**src/rtl/rref_pkg.sv**
```systemverilog
// Shared types for the GF(2) reduction engine.
package rref_pkg;
    // Sequencer states: waiting, one column per cycle, result publish.
    typedef enum logic [1:0] {
        ST_IDLE = 2'd0,
        ST_ELIM = 2'd1,
        ST_FIN  = 2'd2
    } rref_state_e;
endpackage

```
**src/rtl/rref_pivot_find.sv**
```systemverilog
// Pivot finder: returns the lowest row index at or above start_row whose
// bit in the current column is set.
// Assumes col_bits already holds the current column, one bit per row.
module rref_pivot_find #(
    parameter int ROWS  = 8,
    parameter int CNT_W = $clog2(ROWS + 1),
    parameter int IDX_W = (ROWS > 1) ? $clog2(ROWS) : 1
) (
    input  logic [ROWS-1:0]  col_bits,
    input  logic [CNT_W-1:0] start_row,
    output logic             found,
    output logic [IDX_W-1:0] idx
);
    // Priority search, scanning downwards so the lowest eligible row wins.
    always_comb begin
        found = 1'b0;
        idx   = '0;
        for (int r = ROWS - 1; r >= 0; r--) begin
            if (col_bits[r] && (r >= int'(start_row))) begin
                found = 1'b1;
                idx   = IDX_W'(r);
            end
        end
    end
endmodule

```
**src/rtl/rref_row_update.sv**
```systemverilog
// Row update: swaps the pivot row into the current pivot position, then
// XORs the pivot row into every other row with a 1 in the pivot column.
// Assumes piv_idx >= cur_row and that both are valid row indices.
module rref_row_update #(
    parameter int ROWS  = 8,
    parameter int COLS  = 8,
    parameter int IDX_W = (ROWS > 1) ? $clog2(ROWS) : 1,
    parameter int CIX_W = (COLS > 1) ? $clog2(COLS) : 1
) (
    input  logic [ROWS*(COLS+1)-1:0] mat_in,
    input  logic [IDX_W-1:0]         cur_row,
    input  logic [IDX_W-1:0]         piv_idx,
    input  logic [CIX_W-1:0]         col,
    output logic [ROWS*(COLS+1)-1:0] mat_out
);
    localparam int RW = COLS + 1;

    logic [RW-1:0] rows   [ROWS];
    logic [RW-1:0] piv_row;

    for (genvar g = 0; g < ROWS; g++) begin : g_unpack
        assign rows[g] = mat_in[g*RW +: RW];
    end

    assign piv_row = rows[piv_idx];

    for (genvar g = 0; g < ROWS; g++) begin : g_row
        logic [RW-1:0] src;
        logic          hit;
        // Apply the swap for this row position.
        always_comb begin
            if (IDX_W'(g) == cur_row) begin
                src = piv_row;
            end else if (IDX_W'(g) == piv_idx) begin
                src = rows[cur_row];
            end else begin
                src = rows[g];
            end
        end
        // Eliminate the pivot column from every non-pivot row.
        assign hit = (IDX_W'(g) != cur_row) && src[col];
        assign mat_out[g*RW +: RW] = hit ? (src ^ piv_row) : src;
    end
endmodule

```
**src/rtl/rref_consist_chk.sv**
```systemverilog
// Consistency check: flags any row whose coefficients are all zero but
// whose right-hand side is 1.
// Assumes unused rows are already zero.
module rref_consist_chk #(
    parameter int ROWS = 8,
    parameter int COLS = 8
) (
    input  logic [ROWS*(COLS+1)-1:0] mat,
    output logic                     bad
);
    localparam int RW = COLS + 1;

    logic [ROWS-1:0] row_bad;

    for (genvar g = 0; g < ROWS; g++) begin : g_row
        assign row_bad[g] = mat[g*RW + COLS] && (mat[g*RW +: COLS] == '0);
    end

    assign bad = |row_bad;
endmodule

```
**src/rtl/rref_engine.sv**
```systemverilog
// GF(2) augmented-matrix reducer. On an accepted start, loads the matrix
// with the run-time sizes applied. It then processes one coefficient
// column per clock and publishes the reduced form, the pivot mask, the
// rank and the inconsistency flag with a one-cycle done pulse.
// Assumes the caller holds start for at most the time it wants one run.
// Start is ignored while busy.
module rref_engine #(
    parameter int ROWS_MAX = 8,
    parameter int COLS_MAX = 8
) (
    input  logic                                clk,
    input  logic                                rst_n,
    input  logic                                start_i,
    input  logic [$clog2(ROWS_MAX+1)-1:0]       num_rows_i,
    input  logic [$clog2(COLS_MAX+1)-1:0]       num_cols_i,
    input  logic [ROWS_MAX*(COLS_MAX+1)-1:0]    mat_i,
    output logic                                busy_o,
    output logic                                done_o,
    output logic [ROWS_MAX*(COLS_MAX+1)-1:0]    mat_o,
    output logic [COLS_MAX-1:0]                 pivot_mask_o,
    output logic [$clog2(ROWS_MAX+1)-1:0]       rank_o,
    output logic                                inconsistent_o
);
    import rref_pkg::*;

    localparam int RWID  = COLS_MAX + 1;
    localparam int MW    = ROWS_MAX * RWID;
    localparam int CNT_R = $clog2(ROWS_MAX + 1);
    localparam int CNT_C = $clog2(COLS_MAX + 1);
    localparam int IDX_R = (ROWS_MAX > 1) ? $clog2(ROWS_MAX) : 1;
    localparam int IDX_C = (COLS_MAX > 1) ? $clog2(COLS_MAX) : 1;

    rref_state_e          state_q;
    logic [MW-1:0]        mat_q;
    logic [CNT_C-1:0]     ncols_q;
    logic [IDX_C-1:0]     col_q;
    logic [CNT_R-1:0]     prow_q;
    logic [COLS_MAX-1:0]  mask_q;
    logic                 incons_q;
    logic                 done_q;

    logic [CNT_R-1:0]     nrows_eff;
    logic [CNT_C-1:0]     ncols_eff;
    logic [MW-1:0]        load_mat;
    logic [ROWS_MAX-1:0]  col_bits;
    logic                 piv_found;
    logic [IDX_R-1:0]     piv_idx;
    logic [MW-1:0]        upd_mat;
    logic                 incons_w;

    // Clamp the run-time sizes to the built maximums.
    always_comb begin
        nrows_eff = (int'(num_rows_i) > ROWS_MAX) ? CNT_R'(ROWS_MAX) : num_rows_i;
        ncols_eff = (int'(num_cols_i) > COLS_MAX) ? CNT_C'(COLS_MAX) : num_cols_i;
    end

    // Zero every element outside the active rows and columns on load.
    always_comb begin
        load_mat = '0;
        for (int i = 0; i < ROWS_MAX; i++) begin
            if (i < int'(nrows_eff)) begin
                load_mat[i*RWID + COLS_MAX] = mat_i[i*RWID + COLS_MAX];
                for (int j = 0; j < COLS_MAX; j++) begin
                    if (j < int'(ncols_eff)) begin
                        load_mat[i*RWID + j] = mat_i[i*RWID + j];
                    end
                end
            end
        end
    end

    // Gather the current column, one bit per row, for the pivot search.
    always_comb begin
        for (int r = 0; r < ROWS_MAX; r++) begin
            col_bits[r] = mat_q[r*RWID + int'(col_q)];
        end
    end

    rref_pivot_find #(
        .ROWS  (ROWS_MAX),
        .CNT_W (CNT_R),
        .IDX_W (IDX_R)
    ) u_find (
        .col_bits  (col_bits),
        .start_row (prow_q),
        .found     (piv_found),
        .idx       (piv_idx)
    );

    rref_row_update #(
        .ROWS  (ROWS_MAX),
        .COLS  (COLS_MAX),
        .IDX_W (IDX_R),
        .CIX_W (IDX_C)
    ) u_update (
        .mat_in  (mat_q),
        .cur_row (IDX_R'(prow_q)),
        .piv_idx (piv_idx),
        .col     (col_q),
        .mat_out (upd_mat)
    );

    rref_consist_chk #(
        .ROWS (ROWS_MAX),
        .COLS (COLS_MAX)
    ) u_consist (
        .mat (mat_q),
        .bad (incons_w)
    );

    // Sequencer: load, one column per cycle, then publish with done.
    always_ff @(posedge clk) begin
        if (!rst_n) begin
            state_q  <= ST_IDLE;
            mat_q    <= '0;
            ncols_q  <= '0;
            col_q    <= '0;
            prow_q   <= '0;
            mask_q   <= '0;
            incons_q <= 1'b0;
            done_q   <= 1'b0;
        end else begin
            done_q <= 1'b0;
            case (state_q)
                ST_IDLE: begin
                    if (start_i) begin
                        mat_q    <= load_mat;
                        ncols_q  <= ncols_eff;
                        col_q    <= '0;
                        prow_q   <= '0;
                        mask_q   <= '0;
                        incons_q <= 1'b0;
                        state_q  <= (ncols_eff == '0) ? ST_FIN : ST_ELIM;
                    end
                end
                ST_ELIM: begin
                    if (piv_found) begin
                        mat_q         <= upd_mat;
                        prow_q        <= prow_q + CNT_R'(1);
                        mask_q[col_q] <= 1'b1;
                    end
                    if (int'(col_q) + 1 >= int'(ncols_q)) begin
                        state_q <= ST_FIN;
                    end else begin
                        col_q <= col_q + IDX_C'(1);
                    end
                end
                ST_FIN: begin
                    incons_q <= incons_w;
                    done_q   <= 1'b1;
                    state_q  <= ST_IDLE;
                end
                default: state_q <= ST_IDLE;
            endcase
        end
    end

    assign busy_o         = (state_q != ST_IDLE);
    assign done_o         = done_q;
    assign mat_o          = mat_q;
    assign pivot_mask_o   = mask_q;
    assign rank_o         = prow_q;
    assign inconsistent_o = incons_q;
endmodule

```
**config.mk**
```make
export PLATFORM = sky130hd
export DESIGN_NAME = rref_engine
export DESIGN_NICKNAME = d
export VERILOG_FILES = /design/src/rtl/rref_pkg.sv /design/src/rtl/rref_pivot_find.sv /design/src/rtl/rref_row_update.sv /design/src/rtl/rref_consist_chk.sv /design/src/rtl/rref_engine.sv
export SDC_FILE = /design/constraint.sdc
export NUM_CORES = 1
export LEC_CHECK = 0
export ABC_AREA = 1
export BUFFER_PORTS_ARGS = -buffer_cell sky130_fd_sc_hd__buf_2
export CORE_MARGIN = 10
export CORE_UTILIZATION = 45
export CTS_BUF_LIST = sky130_fd_sc_hd__clkbuf_4 sky130_fd_sc_hd__clkbuf_8
export CTS_CLUSTER_SIZE = 20
export DETAILED_ROUTE_END_ITERATION = 12
export GPL_TIMING_DRIVEN = 0
export RECOVER_POWER = 25
export SYNTH_ARGS = -nofsm -noshare
export SYNTH_HDL_FRONTEND = slang
export SYNTH_SLANG_ARGS = --single-unit
```
**constraint.sdc**
```tcl
create_clock -name clk -period 5.4 [get_ports clk]
set_input_delay 0.81 -clock clk [delete_from_list [all_inputs] [get_ports clk]]
set_output_delay 0.81 -clock clk [all_outputs]
set_load 0.02 [all_outputs]
```
== Yosys cells after proc, flatten, opt, wreduce, memory -nomap -nowiden ==
Cells that the tools add are included.

* Add/sub/neg operators: 10
* $mul: 0
* Div/mod/pow operators: 0
* Magnitude comparators: 40
* Equality and inequality tests: 27
* Shift operators: 0
* Muxes and demuxes: 180
* Bitwise logic cells: 11
* Reduce and logical (&&, ||, !) cells: 47

{| class="wikitable"
|+ Operator list
! operator !! number
|-
| $mux 9 || 36
|-
| $mux 72 || 2
|-
| $pmux 72 s2 || 1
|-
| $mux 1 || 98
|-
| $xor 9x9->9 || 8
|-
| $logic_not 8->1 || 8
|-
| $bmux 9 s3 || 2
|-
| $bmux 1 s7 || 7
|-
| $lt 3x4->1 const A || 8
|-
| $lt 7x8->1 const B || 4
|-
| $mux 3 || 10
|-
| $add 6x3->7 const A || 4
|-
| $bmux 1 s3 || 9
|-
| $logic_and 1x1->1 || 25
|-
| $eq 3x3->1 const A || 8
|-
| $ge 3x4->1 const A || 4
|-
| $lt 1x4->1 const A || 4
|-
| $lt 2x4->1 const A || 4
|-
| $lt 6x8->1 const B || 2
|-
| $mux 4 || 4
|-
| $mux 8 || 2
|-
| $pmux 8 s2 || 1
|-
| $add 5x3->6 const A || 2
|-
| $eq 2x3->1 const A || 4
|-
| 37 further kinds || 58
|}

* Flip-flop bits (word level): 95
* Bits in latches: 0
* Bits in writable memories: 0
* Bits in read-only memories: 0
* Bits of input ports: 83
* Memories: 0

== Depth between registers and ports, before layout ==
Gate-level depths: netlist of the first run.

* Depth in word-level cells: 24
* Depth in mapped cells: 39

== Hierarchy ==
Synthesis of the first run repeated with hierarchy kept, for this count alone.

* Cells, all modules: 2229
* Area, all modules: 12629.6 µm²

{| class="wikitable"
|+ Modules (own cells, without submodules)
! module !! times used !! cells an instance !! area each (µm²) !! sequential area each (µm²)
|-
| rref_row_update || 1 || 1235 || 6338.6 || 0.0
|-
| rref_engine || 1 || 890 || 5803.1 || 1901.8
|-
| rref_consist_chk || 1 || 62 || 284.0 || 0.0
|-
| rref_pivot_find || 1 || 42 || 203.9 || 0.0
|}

== Worst setup path after synthesis of the first run ==
No wires, ideal clock.

* Path type: register -> register
* Start: register col_q[0]
* End: register mat_q[71] (netlist: mat_o[71])
* Setup time: 122 ps
* Data arrival time: 4312 ps
* Required time: 5278 ps
* Slack: 966 ps
* Cell stages (with the launch flop): 39
* Path buffers: 10
* Period minus slack after synthesis: 4434 ps
* Path through: dfxtp_1 buf_6 inv_4 buf_6 buf_8 buf_6 clkbuf_1 buf_1 ha_1 buf_2 inv_2 buf_2 nand3_1 nand3_1 nand3_1 nand3_1 nand2_1 nand3_1 (+3 left out) nand2_2 nand2_4 nand2_8 buf_8 buf_6 o21ai_1 nand2_1 nand3_4 nand3_1 nand3_1 nand3_1 nand2_2 nand2_4 nand3_4 nand2_1 nand2_1 nand2_1 a21oi_2

* Word-level cells in the longest chain between the ends: 24
* Elaborated cells between the ends (all ways): 70

{| class="wikitable"
|+ Ends and longest elaborated chain
! what !! line !! RTL
|-
| start, declared || rref_engine.sv:36 || <nowiki>logic [IDX_C-1:0] col_q;</nowiki>
|-
| start signal, assigned || rref_engine.sv:145 || <nowiki>col_q <= col_q + IDX_C'(1);</nowiki>
|-
| $add 6x3->7 || rref_engine.sv:75 || <nowiki>col_bits[r] = mat_q[r*RWID + int'(col_q)];</nowiki>
|-
| $bmux 1 s7 || rref_engine.sv:75 ||
|-
| $mux 1 (implied by the code) (2 in series) || rref_engine.sv:75 ||
|-
| $logic_and 1x1->1 || rref_pivot_find.sv:19 || <nowiki>if (col_bits[r] && (r >= int'(start_row))) begin</nowiki>
|-
| $mux 3 (8 in series) || rref_pivot_find.sv:19 ||
|-
| $not 3->4 (implied by the code) || rref_row_update.sv:25 || <nowiki>assign piv_row = rows[piv_idx];</nowiki>
|-
| $bmux 9 s3 || rref_row_update.sv:25 ||
|-
| $mux 9 (implied by the code) (2 in series) || rref_row_update.sv:25 ||
|-
| $mux 9 || rref_row_update.sv:32 || <nowiki>if (IDX_W'(g) == cur_row) begin</nowiki>
|-
| $bmux 1 s3 || rref_row_update.sv:41 || <nowiki>assign hit = (IDX_W'(g) != cur_row) && src[col];</nowiki>
|-
| $mux 1 (implied by the code) || rref_row_update.sv:41 ||
|-
| $logic_and 1x1->1 || rref_row_update.sv:41 ||
|-
| $mux 9 || rref_row_update.sv:42 || <nowiki>assign mat_out[g*RW +: RW] = hit ? (src ^ piv_row) : src;</nowiki>
|-
| $mux 72 || rref_engine.sv:137 || <nowiki>if (piv_found) begin</nowiki>
|-
| $pmux 72 s2 || rref_engine.sv:124 || <nowiki>case (state_q)</nowiki>
|-
| end signal, assigned || rref_engine.sv:127 || <nowiki>mat_q <= load_mat;</nowiki>
|-
| end signal, assigned || rref_engine.sv:138 || <nowiki>mat_q <= upd_mat;</nowiki>
|-
| end, declared || rref_engine.sv:34 || <nowiki>logic [MW-1:0] mat_q;</nowiki>
|}

Several ways; a longest one is shown, not always the timed one. The select of a mux whose other input is x is not followed.
A chain may end at the register's enable or synchronous reset.

== Final worst setup path of the first run ==
* Start: register col_q[1]
* End: register mat_q[26] (netlist: mat_o[26])

Same word-level chain as after synthesis.

==> metrics.cfg, run 1 <==
[die]
core_area_um2=27800
die_h_um=188
die_area_um2=35200
ios=170
initial_utilization=0.456
fp-row-count=61
die_w_um=188

[clock_network]
ctsHtreeMaxLevel=3
clockBufferDepth=2
clk_latency_ns=0.45
path_clk_slew_ns=0.12
cts.sinks=95
cts-root-buf=clkbuf_8
cts_tree=built
cts_buffers=9
cts_hold_buf=0

[global_route]
grt_antenna_before_repair=0
grt_max_degree=20
grt_usage=0.416
gr-total-overflow=0
grt_pass1_vias=16600
grt_pass1_wl_mm=110

[cells_and_area]
fin_nets=2460
layout.cells.non_filler=2740
syn_to_final_growth_pct=14.0
drive_gt1_frac=0.149
fin_area_um2=14400

[synthesis]
seq_area_frac_synth=0.150
synth_fp_nets=2274
synth_flop_cell=dfxtp_1
netlist_instances=2169
synth_cell_types=52
ys_async_sr_fraction=0
postSynthAreaPerCell_um2=5.84
yosysWarnings=0
synth_edf_count=0
synth-seq-cells=95
synth_area_um2=12700

[place]
port_buffers=169
dp.cells=2717
place_area_um2=14000
dp_hpwl_mm=56.7
place_congestion=1.14

[route]
routed_wl_mm=78.1
viasPerCell=6.59
wl_per_cell_um=28.5
drtIter0Drc=3049
vias=18100
ant_nets=0
drc_errors=0
dr.pass1.iters=7

[critical_path]
cpPeakStageDelay_ns=0.44
path_buf_inv=9
critPathTopFamily=simple AND/OR/NAND/NOR gates
cpMostUsedCell=nand2_1
start_kind=flip-flop
path_class=flip-flop to flip-flop
crit_fanout=13
required_ns=5.77
crit_path_end_kind=flip-flop
worst_path_max_delay_cell=dfxtp_2
worst_ep_arrival_time_ns=5.69

[run_status]
status=complete, no violations

[run]
max_cap_viol_count=0

[sta]
tightestPinTransition_ns=1.42
hold_viol_final=0
skew_ns=0.0373
setup_viol_count_final=0
min_period_ns=5.33
fin_crit_sh=0.986
fmax_ghz=0.188
holdWs_ns=0.477
rsz0062_at_grt=true
final_max_slew_viol_count=0
relSlewSlack=0.0501

[pwr]
power_density_nw_per_um2=715
ir_drop_v=0.000455
leakagePower_nw=6.59

[min_path]
hp-class=flip-flop to flip-flop

[path summary, 6_finish.rpt]
| check | cells after the start | endpoint | slack (ns) | from |
|---|---|---|---|---|
| setup / recovery | 29 | mat_o[26] | 0.07 | col_q[1] |
| hold / removal | 2 | inconsistent_o | 0.48 | inconsistent_o |
| hold reg to reg | 2 | inconsistent_o | 0.48 | inconsistent_o |
| setup reg to reg | 29 | mat_o[26] | 0.07 | col_q[1] |
[layout by cell type (no fill, tap or decap), types with 17 or more instances in the layout]
master	instances
nand2_1	620
nand3_1	286
inv_1	178
buf_2	159
a21oi_1	156
o21ai_0	152
dfxtp_1	93
clkbuf_1	91
nand4_1	89
nor2_1	60
a31oi_1	50
o211ai_1	44
xnor2_1	40
o21ai_1	27
nand2_2	26
nand2_4	24
xor2_1	24
ha_1	22
nand3_4	21
a21oi_2	17
[state kept, by name, summed over array words and instances, names as in the netlist]
signal	flops
col_q	3
done_o	1
inconsistent_o	1
mat_o	72
ncols_q	4
pivot_mask_o	8
rank_o	4
state_q	2
[routing by layer]
layer	vias to the layer above	wire (µm)	GRT usage
met2	1631	31000	0.595
li1	7827	-	-
met4	0	7020	0.306
met5	-	0	0
met1	8150	28500	0.508
met3	444	11500	0.140
[timing repair]
item / 4_1_cts / 5_1_grt
endpoints found under the setup margin: 84 / 74
pin swaps: 0 / 2
buffers inserted: 1 / 4
resized for setup: 28 / 31
hold endpoints to repair: 0 / 0
gates cloned: 0 / 3
[final cells by class]
cell class / instances / area [µm²]
Antenna cell: 2 / 5.00
Buffer: 124 / 713
Clock buffer: 10 / 138
Clock inverter: 6 / 62.6
Fill cell: 3096 / 13300
Inverter: 198 / 762
Multi-Input combinational cell: 1752 / 9530
Sequential cell: 95 / 1900
Tap cell: 378 / 473
Timing Repair Buffer: 175 / 847
[logic make-up (layout without fill, tap and decap cells)]
family / Yosys count / count (layout) / share of synthesized area
AOI/OAI and AO/OA: 488 / 488 / 0.224
xor gates and xnor gates: 64 / 64 / 0.0443
adders and majority gates: 22 / 22 / 0.0217
buffers and inverters: 325 / 513 / 0.114
DFF: 95 / 95 / 0.150
other: 0 / 2 / 0
and+or+nand+nor: 1175 / 1178 / 0.446
[Yosys cell counts, drive strengths merged (40+ instances only)]
library cell  number  share of area
o21ai            183          0.074
clkbuf            58          0.017
inv              190          0.057
o211ai            44          0.026
a31oi             51          0.025
buf               69          0.037
nand2            672           0.22
nor2              67          0.023
nand3            317           0.14
dfxtp             95           0.15
nand4             90          0.046
a21oi            173          0.073
xnor2             40          0.028
[tightest hold or removal path: stages (launching register included)]
cell and delay (ns):
dfxtp_1 0.33, nand3_1 0.07, nand2_1 0.05
[metrics by stage]
step / worst slack [ns] / util / setup TNS (ns) / power (mW)
after floorplan: 0.966 / - / 0 / 6.31
after global placement: -1.83 / 0.503 / -114.97 / 8.87
after detailed placement: -1.83 / 0.504 / -116.87 / 8.93
after CTS: 0.00698 / 0.515 / 0 / 9.63
after global routing: -0.0134 / 0.519 / -0.0351 / 10.7
final: 0.0730 / 0.520 / 0 / 10.3
[power by group]
part           internal (mW)  leakage [nW]  switching, mW
Sequential             0.816         0.784          0.394
Combinational           2.53          5.71           6.03
Clock                  0.193        0.0957          0.360
Total                   3.54          6.59           6.78
Power figures use the tool's default switching activity.
==> run 2: changes to the inputs <==
--- a/config.mk
+++ b/config.mk
@@ -8,7 +8,7 @@
 export ABC_AREA = 1
 export BUFFER_PORTS_ARGS = -buffer_cell sky130_fd_sc_hd__buf_2
 export CORE_MARGIN = 10
-export CORE_UTILIZATION = 45
+export CORE_UTILIZATION = 30
 export CTS_BUF_LIST = sky130_fd_sc_hd__clkbuf_4 sky130_fd_sc_hd__clkbuf_8
 export CTS_CLUSTER_SIZE = 20
 export DETAILED_ROUTE_END_ITERATION = 12
==> metrics.cfg, run 2 (same netlist as run 1, synthesis figures left out) <==
[place]
dp_hpwl_mm=64.9  ; +14%
place_area_um2=14200  ; +1.4%
port_buffers=169  ; unchanged
pre_cts_slack_ns=-1.99  ; -0.161 ns
place_congestion=0.993  ; -13%

[pwr]
pwr-share-seq=0.117  ; about the same
ir_drop_v=0.000297  ; -35%
p_clk_frac=0.049  ; -0.005
power_frac_comb=0.834  ; +0.005
power_mw=10.5  ; +2.0%
power.internal_mw=3.61  ; +1.9%
netSwitchingFraction=0.657  ; about the same
power_density_nw_per_um2=718  ; +0.38%
switchingPower_mw=6.92  ; +2.0%
leakagePower_nw=6.61  ; +0.34%

[clock_network]
ctsHtreeMaxLevel=3  ; unchanged
cts.sinks=95  ; unchanged
path_clk_slew_ns=0.12  ; about the same
cts_tree=built
cts_buffers=9  ; unchanged
clk_latency_ns=0.44  ; about the same
clockBufferDepth=2  ; unchanged
cts-root-buf=clkbuf_8

[critical_path]
worst_path_max_delay_cell=dfxtp_2
cpMostUsedCell=nand2_1
worst_ep_arrival_time_ns=5.68  ; about the same
crit_path_end_kind=flip-flop
start_kind=flip-flop
cpPeakStageDelay_ns=0.43  ; about the same
path_class=flip-flop to flip-flop
required_ns=5.76  ; about the same
crit_fanout=13  ; unchanged

[global_route]
gr-total-overflow=0  ; unchanged
met1_usage=0.408  ; -0.100
use_met3=0.0874  ; -0.0530
grt_antenna_before_repair=0  ; unchanged
grt_pass1_wl_mm=118  ; +6.9%
grt_usage=0.321  ; -0.0945
grt_max_degree=29  ; +45%
grt_pass1_vias=16200  ; -2.1%
met2_usage=0.488  ; -0.107
globalRoute.busiestLayer=met2

[sta]
fmax_ghz=0.188  ; +0.27%
setup_slack_ns=0.0874  ; +0.0145 ns
final_max_slew_viol_count=9  ; +9
skew_ns=0.0249  ; -0.0124 ns
tightestPinTransition_ns=1.58  ; +0.159 ns
hold_viol_final=0  ; unchanged
relSlewSlack=-0.0565  ; -0.107
fin_crit_sh=0.984  ; -0.00268
holdWs_ns=0.481  ; +0.00351 ns
setup_viol_count_final=0  ; unchanged
setup-tns-final_ns=0  ; unchanged
min_period_ns=5.31  ; -0.0145 ns

[cells_and_area]
final_common_cell=nand2_1
layout_common_cells=nand2_1 (619), nand3_1 (286), inv_1 (178), buf_2 (160), a21oi_1 (156)
fin_area_um2=14700  ; +1.6%
drive_gt1_frac=0.151  ; +0.00157
largest_register_ffs=72  ; unchanged
fin_nets=2462  ; +0.081%
syn_to_final_growth_pct=15.8
fillCellCount=4790  ; +55%

[route]
dr.pass1.iters=6  ; -1
routed_wl_mm=85.4  ; +9.4%
vias=17600  ; -2.5%
drc_errors=0  ; unchanged
drtIter0Drc=2650  ; -13%
viasPerCell=6.06  ; -8.0%
wl_per_cell_um=29.4  ; +3.3%
ant_nets=0  ; unchanged

[die]
die_w_um=225  ; +20%
ios=170  ; unchanged
die_h_um=225  ; +20%
die_area_um2=50800  ; +44%
fp-row-count=75  ; +23%
core_area_um2=41900  ; +51%
initial_utilization=0.303  ; -0.153

[run_status]
status=finished with violations
failed_checks=capacitance limit, slew limit

[run]
max_cap_viol_count=1  ; +1

[min_path]
hp-class=flip-flop to flip-flop

-- run 2: worst paths after layout --
kind,startpoint,to,slack (ns),depth (start not counted)
worst min register to register,inconsistent_o,inconsistent_o,0.48,2
worst min-delay path,inconsistent_o,inconsistent_o,0.48,2
worst max register to register,col_q[1],mat_o[34],0.09,31
worst max-delay path,col_q[1],mat_o[34],0.09,31
-- run 2: repair_timing --
item	4_1_cts	5_1_grt
pin swaps	0	3
cloned	0	2
resized for setup	33	28
buffers inserted	4	5
endpoints found under the setup margin	84	73
hold buffers	0	0
-- run 2: routing by layer --
metal  wire [µm]  part of all wire
met1       34100              0.40
met2       36600              0.43
met3        9880              0.12
met4        4860             0.057
met5           0                 0
-- run 2: power by group through the flow --
stage	sequential, mW	clock, mW	combinational (mW)
5_1_grt	1.21	0.530	9.20
4_1_cts	1.21	0.518	8.31
6_report	1.23	0.514	8.78
3_3_place_gp	1.22	0	8.00
2_1_floorplan	1.10	0	5.21
3_5_place_dp	1.22	0	8.04
-- run 2: final cells by class --
class,count,area [µm²],area share
inverters,198,762,0.0520
clock inverters,6,51.3,0.00350
repair buffers,178,902,0.0615
well taps,539,674,0.0460
flip-flops and latches,95,1900,0.130
multi-input cells,1751,9500,0.648
clock buffers,10,138,0.00939
diodes,2,5.00,0.000341
plain buffers,124,721,0.0492
-- run 2: stage by stage --
stage          std cells  utilization
4_1_cts             2894        0.348
3_3_place_gp        2877        0.339
6_report            2903        0.350
3_5_place_dp        2877        0.339
2_1_floorplan       2169            -
5_1_grt             2901        0.350
-- run 2: critical path, delay by kind of cell, from the launching register on --
family,cells,cell delay [ns]
flops,1,0.43
compound gates,3,0.55
simple gates,19,2.38
buf+inv,8,1.51
fa+ha+maj,1,0.33
